`config.mk`:
```
export PLATFORM = sky130hd
export DESIGN_NAME = beacon_timer_array
export DESIGN_NICKNAME = d
export VERILOG_FILES = /design/src/rtl/bta_pkg.sv /design/src/rtl/bta_tsf_counter.sv /design/src/rtl/bta_event_timer.sv /design/src/rtl/bta_cfg_decode.sv /design/src/rtl/beacon_timer_array.sv
export SDC_FILE = /design/constraint.sdc
export NUM_CORES = 2
export LEC_CHECK = 0
export ABC_AREA = 0
export CELL_PAD_IN_SITES_DETAIL_PLACEMENT = 2
export CELL_PAD_IN_SITES_GLOBAL_PLACEMENT = 2
export CORE_MARGIN = 4
export CORE_UTILIZATION = 30
export DETAILED_ROUTE_END_ITERATION = 10
export PLACE_DENSITY = 0.65
export SLEW_MARGIN = 15
export SYNTH_ARGS = -nofsm -noshare
export SYNTH_HDL_FRONTEND = slang
export SYNTH_HIERARCHICAL = 1
export SYNTH_SLANG_ARGS = --single-unit
```
`constraint.sdc`:
```
create_clock -name clk -period 36.4 [get_ports clk]
set_input_delay 7.28 -clock clk [delete_from_list [all_inputs] [get_ports clk]]
set_output_delay 7.28 -clock clk [all_outputs]
set_load 0.01 [all_outputs]
```
`src/rtl/bta_pkg.sv`:
```
package bta_pkg;
  localparam int TSF_W   = 32;
  localparam int NUM_TMR = 5;
  localparam int ADDR_W  = 4;

  localparam int IDX_BCN  = 0;
  localparam int IDX_DMA  = 1;
  localparam int IDX_SWA  = 2;
  localparam int IDX_TIM  = 3;
  localparam int IDX_DTIM = 4;

  localparam logic [ADDR_W-1:0] A_NEXT0 = 4'd0;
  localparam logic [ADDR_W-1:0] A_PER0  = 4'd5;
  localparam logic [ADDR_W-1:0] A_ENA   = 4'd10;
  localparam logic [ADDR_W-1:0] A_LEAD  = 4'd11;
  localparam logic [ADDR_W-1:0] A_CORR  = 4'd12;
  localparam logic [ADDR_W-1:0] A_STIME = 4'd13;
  localparam logic [ADDR_W-1:0] A_APGO  = 4'd14;
  localparam logic [ADDR_W-1:0] A_STAGO = 4'd15;

  localparam int TU_SHIFT    = 10;
  localparam int EIGHT_SHIFT = 7;
  localparam int SLOP_TU     = 3;
  localparam int STA_FW      = 10;
endpackage

```
`src/rtl/bta_tsf_counter.sv`:
```
module bta_tsf_counter #(
  parameter int W = bta_pkg::TSF_W
) (
  input  logic         clk,
  input  logic         rst_n,
  input  logic         tick_i,
  input  logic         clr_i,
  output logic [W-1:0] tsf_o
);
  logic [W-1:0] tsf_q, tsf_d;
  logic         tsf_ce;

  always_comb begin
    tsf_ce = clr_i | tick_i;
    if (clr_i) tsf_d = '0;
    else       tsf_d = tsf_q + 1'b1;
  end

  always_ff @(posedge clk or negedge rst_n) begin
    if (!rst_n)      tsf_q <= '0;
    else if (tsf_ce) tsf_q <= tsf_d;
  end

  assign tsf_o = tsf_q;

  assert_tsf_step_R1: assert property (@(posedge clk) disable iff (!rst_n)
    (tick_i && !clr_i) |=> tsf_q == $past(tsf_q) + 1'b1);
  assert_tsf_clear_R1: assert property (@(posedge clk) disable iff (!rst_n)
    clr_i |=> tsf_q == '0);
  assert_tsf_hold_R1: assert property (@(posedge clk) disable iff (!rst_n)
    (!tick_i && !clr_i) |=> $stable(tsf_q));
endmodule

```
`src/rtl/bta_event_timer.sv`:
```
module bta_event_timer #(
  parameter int W = bta_pkg::TSF_W
) (
  input  logic         clk,
  input  logic         rst_n,
  input  logic         en_i,
  input  logic [W-1:0] tsf_i,
  input  logic         load_next_i,
  input  logic [W-1:0] next_val_i,
  input  logic         load_per_i,
  input  logic [W-1:0] per_val_i,
  output logic         hit_o
);
  logic [W-1:0] next_q, next_d, per_q, per_d;
  logic         hit, next_ce;

  always_comb begin
    hit     = en_i && (tsf_i == next_q);
    next_ce = load_next_i | hit;
    if (load_next_i) next_d = next_val_i;
    else             next_d = next_q + per_q;
    per_d = per_val_i;
  end

  always_ff @(posedge clk or negedge rst_n) begin
    if (!rst_n) begin
      next_q <= '0;
      per_q  <= '0;
    end else begin
      if (next_ce)    next_q <= next_d;
      if (load_per_i) per_q  <= per_d;
    end
  end

  assign hit_o = hit;

  assert_advance_R2: assert property (@(posedge clk) disable iff (!rst_n)
    (en_i && tsf_i == next_q && !load_next_i) |=> next_q == $past(next_q) + $past(per_q));
  assert_hold_R3: assert property (@(posedge clk) disable iff (!rst_n)
    (!en_i && !load_next_i) |=> $stable(next_q));
  assert_load_R4: assert property (@(posedge clk) disable iff (!rst_n)
    load_next_i |=> next_q == $past(next_val_i));
endmodule

```
`src/rtl/bta_cfg_decode.sv`:
```
module bta_cfg_decode
  import bta_pkg::*;
#(
  parameter int W = TSF_W,
  parameter int N = NUM_TMR
) (
  input  logic                  clk,
  input  logic                  rst_n,
  input  logic                  wr_en_i,
  input  logic [ADDR_W-1:0]     wr_addr_i,
  input  logic [W-1:0]          wr_data_i,
  output logic [N-1:0]          load_next_o,
  output logic [N-1:0][W-1:0]   next_val_o,
  output logic [N-1:0]          load_per_o,
  output logic [N-1:0][W-1:0]   per_val_o,
  output logic [N-1:0]          en_o,
  output logic                  tsf_clr_o
);
  localparam int HW = W / 2;
  localparam logic [N-1:0] AP_SET   = N'(7);
  localparam logic [N-1:0] STA_CLR  = N'(6);
  localparam logic [N-1:0] STA_SET  = N'(25);

  logic [N-1:0]  en_q, en_d;
  logic [W-1:0]  lead_q, lead_d, stime_q, stime_d;
  logic [HW-1:0] corr_q, corr_d;
  logic          en_ce, lead_ce, corr_ce, stime_ce;

  logic [W-1:0]  ap_base, ap_per;
  logic [W-1:0]  s_iv, s_dp, s_sl, s_bi, s_dd, s_nb, s_nd, s_nt;

  always_comb begin
    ap_base = W'(wr_data_i[W-1:HW]) << EIGHT_SHIFT;
    ap_per  = (W'(wr_data_i[HW-1:1]) << EIGHT_SHIFT) + W'(corr_q);
    s_iv = W'(wr_data_i[STA_FW-1:0]);
    s_dp = W'(wr_data_i[2*STA_FW-1:STA_FW]);
    s_sl = W'(wr_data_i[3*STA_FW-1:2*STA_FW]);
    s_bi = (s_sl > s_iv) ? s_sl : s_iv;
    s_dd = (s_sl > s_dp) ? s_sl : s_dp;
    s_nb = W'(stime_q[HW-1:0]);
    s_nd = W'(stime_q[W-1:HW]);
    s_nt = (s_bi == s_dd) ? s_nd : s_nb;
  end

  always_comb begin
    load_next_o = '0;
    load_per_o  = '0;
    next_val_o  = '0;
    per_val_o   = '0;
    tsf_clr_o   = 1'b0;
    en_d        = en_q;
    lead_d      = wr_data_i;
    corr_d      = wr_data_i[HW-1:0];
    stime_d     = wr_data_i;
    en_ce       = 1'b0;
    lead_ce     = wr_en_i && (wr_addr_i == A_LEAD);
    corr_ce     = wr_en_i && (wr_addr_i == A_CORR);
    stime_ce    = wr_en_i && (wr_addr_i == A_STIME);
    for (int i = 0; i < N; i++) begin
      if (wr_en_i && wr_addr_i == A_NEXT0 + ADDR_W'(i)) begin
        load_next_o[i] = 1'b1;
        next_val_o[i]  = wr_data_i;
      end
      if (wr_en_i && wr_addr_i == A_PER0 + ADDR_W'(i)) begin
        load_per_o[i] = 1'b1;
        per_val_o[i]  = wr_data_i;
      end
    end
    if (wr_en_i && wr_addr_i == A_ENA) begin
      en_ce = 1'b1;
      en_d  = wr_data_i[N-1:0];
    end
    if (wr_en_i && wr_addr_i == A_APGO) begin
      en_ce = 1'b1;
      en_d  = en_q | AP_SET;
      tsf_clr_o = wr_data_i[0];
      load_next_o[IDX_BCN] = 1'b1;
      load_next_o[IDX_DMA] = 1'b1;
      load_next_o[IDX_SWA] = 1'b1;
      next_val_o[IDX_BCN]  = ap_base;
      next_val_o[IDX_DMA]  = ap_base - W'(lead_q[HW-1:0]);
      next_val_o[IDX_SWA]  = ap_base - W'(lead_q[W-1:HW]);
      for (int i = IDX_BCN; i <= IDX_SWA; i++) begin
        load_per_o[i] = 1'b1;
        per_val_o[i]  = ap_per;
      end
    end
    if (wr_en_i && wr_addr_i == A_STAGO) begin
      en_ce = 1'b1;
      en_d  = (en_q & ~STA_CLR) | STA_SET;
      load_next_o[IDX_BCN]  = 1'b1;
      load_next_o[IDX_TIM]  = 1'b1;
      load_next_o[IDX_DTIM] = 1'b1;
      next_val_o[IDX_BCN]   = s_nb << TU_SHIFT;
      next_val_o[IDX_TIM]   = (s_nt - W'(SLOP_TU)) << TU_SHIFT;
      next_val_o[IDX_DTIM]  = (s_nd - W'(SLOP_TU)) << TU_SHIFT;
      load_per_o[IDX_BCN]   = 1'b1;
      load_per_o[IDX_DMA]   = 1'b1;
      load_per_o[IDX_TIM]   = 1'b1;
      load_per_o[IDX_DTIM]  = 1'b1;
      per_val_o[IDX_BCN]    = s_iv << TU_SHIFT;
      per_val_o[IDX_DMA]    = s_iv << TU_SHIFT;
      per_val_o[IDX_TIM]    = s_bi << TU_SHIFT;
      per_val_o[IDX_DTIM]   = s_dd << TU_SHIFT;
    end
  end

  always_ff @(posedge clk or negedge rst_n) begin
    if (!rst_n) begin
      en_q    <= '0;
      lead_q  <= '0;
      corr_q  <= '0;
      stime_q <= '0;
    end else begin
      if (en_ce)    en_q    <= en_d;
      if (lead_ce)  lead_q  <= lead_d;
      if (corr_ce)  corr_q  <= corr_d;
      if (stime_ce) stime_q <= stime_d;
    end
  end

  assign en_o = en_q;

  assert_ap_enables_R7: assert property (@(posedge clk) disable iff (!rst_n)
    (wr_en_i && wr_addr_i == A_APGO) |=>
      (en_q[2:0] == 3'b111) && (en_q[N-1:3] == $past(en_q[N-1:3])));
  assert_sta_enables_R8: assert property (@(posedge clk) disable iff (!rst_n)
    (wr_en_i && wr_addr_i == A_STAGO) |=>
      (en_q[IDX_DMA] == 1'b0) && (en_q[IDX_SWA] == 1'b0) &&
      en_q[IDX_BCN] && en_q[IDX_TIM] && en_q[IDX_DTIM]);
endmodule

```
`src/rtl/beacon_timer_array.sv`:
```
module beacon_timer_array
  import bta_pkg::*;
#(
  parameter int W = TSF_W,
  parameter int N = NUM_TMR
) (
  input  logic              clk,
  input  logic              rst_n,
  input  logic              us_tick_i,
  input  logic              tsf_clear_i,
  input  logic              wr_en_i,
  input  logic [ADDR_W-1:0] wr_addr_i,
  input  logic [W-1:0]      wr_data_i,
  output logic [N-1:0]      evt_pulse_o,
  output logic [W-1:0]      tsf_o
);
  logic [1:0]          rst_sync_q;
  logic                rst_int_n;
  logic [N-1:0]        load_next, load_per, en, hit;
  logic [N-1:0][W-1:0] next_val, per_val;
  logic                cfg_clr, tsf_clr;
  logic [W-1:0]        tsf;

  always_ff @(posedge clk or negedge rst_n) begin
    if (!rst_n) rst_sync_q <= 2'b00;
    else        rst_sync_q <= {rst_sync_q[0], 1'b1};
  end
  assign rst_int_n = rst_sync_q[1];

  bta_cfg_decode #(.W(W), .N(N)) cfg_i (
    .clk(clk), .rst_n(rst_int_n),
    .wr_en_i(wr_en_i), .wr_addr_i(wr_addr_i), .wr_data_i(wr_data_i),
    .load_next_o(load_next), .next_val_o(next_val),
    .load_per_o(load_per), .per_val_o(per_val),
    .en_o(en), .tsf_clr_o(cfg_clr)
  );

  assign tsf_clr = cfg_clr | tsf_clear_i;

  bta_tsf_counter #(.W(W)) tsf_i (
    .clk(clk), .rst_n(rst_int_n),
    .tick_i(us_tick_i), .clr_i(tsf_clr), .tsf_o(tsf)
  );

  for (genvar g = 0; g < N; g++) begin : g_tmr
    bta_event_timer #(.W(W)) tmr_i (
      .clk(clk), .rst_n(rst_int_n), .en_i(en[g]), .tsf_i(tsf),
      .load_next_i(load_next[g]), .next_val_i(next_val[g]),
      .load_per_i(load_per[g]), .per_val_i(per_val[g]),
      .hit_o(hit[g])
    );
  end

  assign evt_pulse_o = hit;
  assign tsf_o       = tsf;

  assert_no_pulse_disabled_R3: assert property (@(posedge clk) disable iff (!rst_int_n)
    (evt_pulse_o & ~en) == '0);
endmodule

```
======== Word level (Yosys, flattened, before mapping) ========
Cells that the tools add are included.
word-level totals
  bits in registers ....................... 439
  bits in latches ......................... 0
  RAM bits ................................ 0
  ROM bits ................................ 0
  memories kept ........................... 0
cells by class
  $add $sub $neg .......................... 11
  multipliers ............................. 0
  divide/modulo/power cells ............... 0
  $lt $le $gt $ge ......................... 2
  eq/ne operators ......................... 22
  shifts and indexed selects .............. 0
  multiplexer cells ....................... 48
  bitwise operators ....................... 7
  reductions and logical operators ........ 26
operators with widths
  kind                                                  count
  two-way mux 32 bit                                    17
  equality test 32 bit                                  6
  two-way mux 64 bit                                    3
  two-way mux 96 bit                                    2
  adder 32 bit                                          5
  subtractor 23 x 16 -> 24 bit                          2
  adder 32 x 1 -> 32 bit (second input constant)        1
  equality test 4 bit (second input constant)           8
  adder 22 x 16 -> 23 bit                               1
  subtractor 22 x 2 -> 22 bit (second input constant)   1
  logical AND 1 bit                                     21
  greater-than comparator 10 bit                        2
  two-way mux 10 bit                                    2
  subtractor 16 x 2 -> 17 bit (second input constant)   1
  equality test 4 x 3 -> 1 bit (second input constant)  4
  two-way mux 16 bit                                    1
  two-way mux 1 bit                                     15
  two-way mux 5 bit                                     3
  equality test 4 x 2 -> 1 bit (second input constant)  2
  bitwise OR 1 bit                                      7
  two-way mux 2 bit                                     3
  two-way mux 3 bit                                     2
  equality test 4 x 1 -> 1 bit (second input constant)  1
  zero test 4 bit                                       1
  other kinds (5)                                       5

======== Logic depth before layout (Yosys ltp) ========
  depth in word-level cells ............... 7
  mapped depth ............................ 23
  depth with buffers taken out ............ 19

======== Hierarchy ========
Netlist, hierarchy kept.
modules (own cells, without submodules)
  module                                times used  cells each  area each (um^2)  sequential area each (um^2)
  bta_event_timer (g_tmr[0].tmr_i ...)  4           509         4,680.7           1,601.5
  bta_cfg_decode                        1           1,357       9,756.9           2,127.0
  bta_event_timer (g_tmr[1].tmr_i)      1           527         4,758.3           1,601.5
  bta_tsf_counter                       1           183         1,714.1           800.8
  beacon_timer_array                    1           4           60.1              50.0

======== Worst setup path after synthesis ========
Ideal clock, no wire load.
  path kind ............................... input -> register
  from .................................... input wr_data_i[7]
  to ...................................... register g_tmr[3].tmr_i.next_q[24]
  setup time .............................. 133 ps
  data arrival time ....................... 11,692 ps
  data required time ...................... 36,267 ps
  path slack .............................. 24,576 ps
  stages .................................. 22
  cells stage by stage .................... clkbuf_1 inv_1 clkbuf_1 ha_1 a211oi_1 nor2_1 a2111o_1 a22oi_2 nand2_1 a41o_1 nand4bb_1 nor4_2 buf_2 mux2_1 ha_1 or3_1 nor3_1 xor2_1 mux2i_1 o21ai_1 a21oi_1 o31ai_1
RTL lines
  what                  line                      text
  start, declared       beacon_timer_array.sv:13  input logic [W-1:0] wr_data_i,
  end signal, assigned  bta_event_timer.sv:30     if (next_ce) next_q <= next_d;
  end, declared         bta_event_timer.sv:14     logic [W-1:0] next_q, next_d, per_q, per_d;

==> flow_summary.html <==
<table>
<tr><th>Metric</th><th>Value</th></tr>
<tr><th colspan="2">Run status</th></tr>
<tr><td>Outcome</td><td>finished, final reports clean</td></tr>
<tr><th colspan="2">Layout</th></tr>
<tr><td>Most common cell after layout, fill and taps aside</td><td>nand2_1</td></tr>
<tr><td>Total number of nets in the final design</td><td>4375</td></tr>
<tr><td>Post-layout instance area</td><td>39800 sq um</td></tr>
<tr><td>Area grow syn2layout</td><td>13.6%</td></tr>
<tr><td>Sequential cell area</td><td>11000 sq um</td></tr>
<tr><td>Most used cells in the layout excluding fill and tap cells</td><td>500 x nand2_1, 438 x dfrtp_1, 363 x o21ai_0</td></tr>
<tr><td>Fill cell instance count of the final layout</td><td>13100</td></tr>
<tr><td>Fraction of layout cells with a size suffix above 1</td><td>12.5%</td></tr>
<tr><td>Non-filler cells in the finished layout</td><td>5692</td></tr>
<tr><td>Area occupied by multi-input gates</td><td>22900 sq um</td></tr>
<tr><th colspan="2">STA</th></tr>
<tr><td>Worst hold slack after final layout</td><td>350 ps</td></tr>
<tr><td>Final worst path period need</td><td>13730 ps</td></tr>
<tr><td>Final period utilization</td><td>37.7%</td></tr>
<tr><td>Setup Skew</td><td>46.0 ps</td></tr>
<tr><td>Slew at the pin closest to its max-slew limit</td><td>1180 ps</td></tr>
<tr><td>Max transition margin</td><td>21.5%</td></tr>
<tr><td>Fin. Hold Viols</td><td>0</td></tr>
<tr><td>Pins Over Slew Limit</td><td>0</td></tr>
<tr><td>RSZ-0062 raised after global routing</td><td>no</td></tr>
<tr><td>Final-report setup violation count</td><td>0</td></tr>
<tr><td>Final sum of negative setup slack</td><td>0 ps</td></tr>
<tr><td>Max Clock Freq</td><td>72.8 MHz</td></tr>
<tr><th colspan="2">Power</th></tr>
<tr><td>Standby leakage power</td><td>18.7 nW</td></tr>
<tr><td>Relative contribution of the clock network to total power</td><td>39.9%</td></tr>
<tr><td>Total Power Consumption</td><td>1.61 mW</td></tr>
<tr><td>Psw</td><td>549 uW</td></tr>
<tr><td>P per Cell Area</td><td>40.4 nW/um^2</td></tr>
<tr><td>Portion of total power attributed to sequential cells</td><td>37.2%</td></tr>
<tr><td>Internal power summed over all cells</td><td>1.06 mW</td></tr>
<tr><td>Part of the power in combinational logic</td><td>22.9%</td></tr>
<tr><td>Maximum ir drop on the vdd rail</td><td>39.3 uV</td></tr>
<tr><td>Fraction of power spent switching nets</td><td>34.2%</td></tr>
<tr><th colspan="2">Placed design</th></tr>
<tr><td>Placed Cells incl. Taps</td><td>5584</td></tr>
<tr><td>Post-placement cell area</td><td>37700 sq um</td></tr>
<tr><td>Placer Congestion</td><td>0.915</td></tr>
<tr><td>Number of port buffers</td><td>77</td></tr>
<tr><td>Estimated wirelength of the detail-placed design</td><td>132000 um</td></tr>
<tr><th colspan="2">Critical path</th></tr>
<tr><td>Crit path launch type</td><td>input port</td></tr>
<tr><td>Worst path required time</td><td>36930 ps</td></tr>
<tr><td>Crit. Startpoint</td><td>wr_data_i[12]</td></tr>
<tr><td>RR Startpoint</td><td>tsf_i/tsf_o[2]</td></tr>
<tr><td>Ordered cell list for the critical path</td><td>clkdlybuf4s50_1 -&gt; clkinv_1 -&gt; ha_1 -&gt; nand4_1 -&gt; a211oi_2 -&gt; a2111oi_2 -&gt; nor2_1 -&gt; o21ai_0 -&gt; a41o_1 -&gt; nand4bb_1 -&gt; nor4_4 -&gt; buf_4 -&gt; mux2_1 -&gt; ha_1 -&gt; or3_1 -&gt; nor3_1 -&gt; xor2_1 -&gt; mux2i_1 -&gt; o21ai_1 -&gt; a21oi_1 -&gt; o31ai_1</td></tr>
<tr><td>WP data arrival</td><td>14260 ps</td></tr>
<tr><td>Path type of the worst setup path</td><td>input port to flip-flop</td></tr>
<tr><td>Standard cell with the maximum stage delay on the critical path</td><td>clkdlybuf4s50_1</td></tr>
<tr><td>Cell family with most CP delay</td><td>simple AND/OR/NAND/NOR gates</td></tr>
<tr><td>Peak fanout along the critical path</td><td>20</td></tr>
<tr><td>Critical path buffer and inverter count</td><td>3</td></tr>
<tr><td>Cell with the most instances on the worst path</td><td>ha_1</td></tr>
<tr><td>Slowest stage delay, CP</td><td>960 ps</td></tr>
<tr><td>Kind of capture point of the worst setup path</td><td>flip-flop</td></tr>
<tr><th colspan="2">Die</th></tr>
<tr><td>Initial standard-cell utilization of the core</td><td>30.2%</td></tr>
<tr><td>Standard cell core area</td><td>116000 sq um</td></tr>
<tr><td>Horizontal die dimension</td><td>350 um</td></tr>
<tr><td>Boundary Pins</td><td>78</td></tr>
<tr><td>Standard-cell rows</td><td>125</td></tr>
<tr><td>Die height</td><td>350 um</td></tr>
<tr><td>Die footprint</td><td>122000 sq um</td></tr>
<tr><th colspan="2">Synthesis</th></tr>
<tr><td>Number of instances in the synthesized netlist</td><td>4107</td></tr>
<tr><td>Sequential element share of the synthesized area</td><td>31.4%</td></tr>
<tr><td>Synthesized netlist net count</td><td>4361</td></tr>
<tr><td>Ys flop type</td><td>dfrtp_1</td></tr>
<tr><td>Share of synthesized registers carrying an async set or reset</td><td>100%</td></tr>
<tr><td>Number of synthesized flops with an enable pin</td><td>0</td></tr>
<tr><td>Avg Synthesized Cell Area</td><td>8.53 sq um</td></tr>
<tr><td>Yosys synthesis warning count</td><td>6</td></tr>
<tr><td>Post-synthesis register bit count</td><td>439</td></tr>
<tr><td>Distinct cell type count after synthesis</td><td>86</td></tr>
<tr><td>Mapped cell area</td><td>35000 sq um</td></tr>
<tr><th colspan="2">Clock tree</th></tr>
<tr><td>Number of gates resized after cts</td><td>0</td></tr>
<tr><td>Clock sink total</td><td>439</td></tr>
<tr><td>Buffer type at the clock tree root</td><td>clkbuf_16</td></tr>
<tr><td>Clock tree from TritonCTS</td><td>built</td></tr>
<tr><td>TritonCTS Buffers</td><td>59</td></tr>
<tr><td>Post-CTS setup buffer count</td><td>0</td></tr>
<tr><td>Clock buffer depth</td><td>3</td></tr>
<tr><td>Count of hold buffers inserted by post-cts repair</td><td>0</td></tr>
<tr><td>Clock edge transition at the registers on the reported setup and hold paths</td><td>60 ps</td></tr>
<tr><td>Htree depth</td><td>2</td></tr>
<tr><td>Clock latency on the worst-skew pair</td><td>700 ps</td></tr>
<tr><th colspan="2">Routing</th></tr>
<tr><td>First-pass iteration count of the detailed router</td><td>5</td></tr>
<tr><td>Starting DRT DRC Count</td><td>2589</td></tr>
<tr><td>DRT antenna net count</td><td>0</td></tr>
<tr><td>Post-detailed-route wirelength per cell</td><td>31.3 um</td></tr>
<tr><td>Vias per std cell</td><td>5.94</td></tr>
<tr><td>Aggregate routed wire length</td><td>178000 um</td></tr>
<tr><td>Number of vias after detailed routing</td><td>33800</td></tr>
<tr><td>Detailed-route DRC error count</td><td>0</td></tr>
<tr><th colspan="2">GRT</th></tr>
<tr><td>GR Overflow Total</td><td>0</td></tr>
<tr><td>Antenna violations before repair</td><td>15</td></tr>
<tr><td>Number of global-route vias before repair</td><td>34500</td></tr>
<tr><td>Largest net degree at the start of global routing</td><td>155</td></tr>
<tr><td>First-pass GRT wire length</td><td>256000 um</td></tr>
<tr><td>Global Route Usage Sum</td><td>28.4%</td></tr>
<tr><th colspan="2">Hold path</th></tr>
<tr><td>Min-Delay Startpoint</td><td>rst_sync_q[0]</td></tr>
<tr><td>Worst min path class</td><td>flip-flop to flip-flop</td></tr>
<tr><th colspan="2">Flow run</th></tr>
<tr><td>Number of maximum-capacitance constraint violations</td><td>0</td></tr>
</table>
==> area by class of cell <==
cell class                 instances  share of cell area (%)
antenna                            4                  0.0252
clock buffer                      82                    4.31
clock inverter                    22                   0.871
inverter                          83                   0.808
multi-input combinational       3354                    57.6
sequential                       439                    27.6
tap                             1524                    4.79
timing repair buffer             184                    3.99
==> state kept, by name, indices dropped and copies added, names as in the netlist <==
signal,cells
cfg_i/corr_q,16
g_tmr.tmr_i/next_q,160
cfg_i/lead_q,32
cfg_i/stime_q,32
tsf_i/tsf_o,32
cfg_i/en_o,5
g_tmr.tmr_i/per_q,160
rst_sync_q,2
==> through the flow <==
| step | setup slack [ps] | utilization [%] |
|---|---|---|
| 2_1_floorplan | 23260 | - |
| 3_3_place_gp | 22480 | 32.5 |
| 3_5_place_dp | 22150 | 32.5 |
| 4_1_cts | 22850 | 34.3 |
| 5_1_grt | 22350 | 34.3 |
| 6_report | 22670 | 34.3 |
==> per-layer routing <==
metal	wire length, um	track usage, %	up-vias	part of all wire [%]
li1	-	-	14800	-
met4	5660	8.29	8	3.2
met3	10800	3.50	216	6.1
met2	75800	42.7	958	43
met1	85800	42.4	17800	48
met5	54	0	-	0.030
==> Yosys cell counts (36+ instances only) <==
cell	instances	area share (%)
nor4_1	59	1.1
mux2i_1	88	2.5
a21o_1	102	2.2
clkbuf_1	196	2.1
a21oi_1	272	3.9
xnor2_1	161	4.0
nand4_1	36	0.64
ha_1	207	7.4
nand2_1	505	5.4
o21ai_0	363	5.2
mux2_2	245	7.9
xor2_1	203	5.1
nor2b_1	39	0.70
dfrtp_1	439	31
nor2_1	307	3.3
inv_1	67	0.72
nor3_1	70	1.0
o22ai_1	49	0.88
nand3_1	84	1.2
==> worst paths after layout <==
kind	slack, ps	cells after the start	to
min reg2reg	350	0	rst_sync_q[1]
max in group asynchronous	29480	1	rst_sync_q[1]
min in group asynchronous	400	0	g_tmr[3].tmr_i/per_q[15]
max reg2reg	32420	8	g_tmr[2].tmr_i/next_q[26]
max	22670	21	g_tmr[3].tmr_i/next_q[24]
min	350	0	rst_sync_q[1]
==> power groups by stage <==
stage | clock network [mW] | logic [mW] | registers [mW]
after floorplan | 0 | 0.246 | 0.578
after global placement | 0 | 0.352 | 0.603
after detailed placement | 0 | 0.361 | 0.605
after CTS | 0.652 | 0.364 | 0.596
after global routing | 0.673 | 0.401 | 0.601
final | 0.640 | 0.368 | 0.598
==> cell families after synthesis <==
logic type               share of synthesized area [%]
adder cells (fa/ha/maj)                           7.74
other                                           0.0107
flip-flops                                        31.4
AO/OA/AOI/OAI                                     19.1
XOR/XNOR                                          9.11
multiplexers                                      10.7
buffers and inverters                             3.49
AND/OR/NAND/NOR                                   18.5
(Power assumes the default switching activity.)
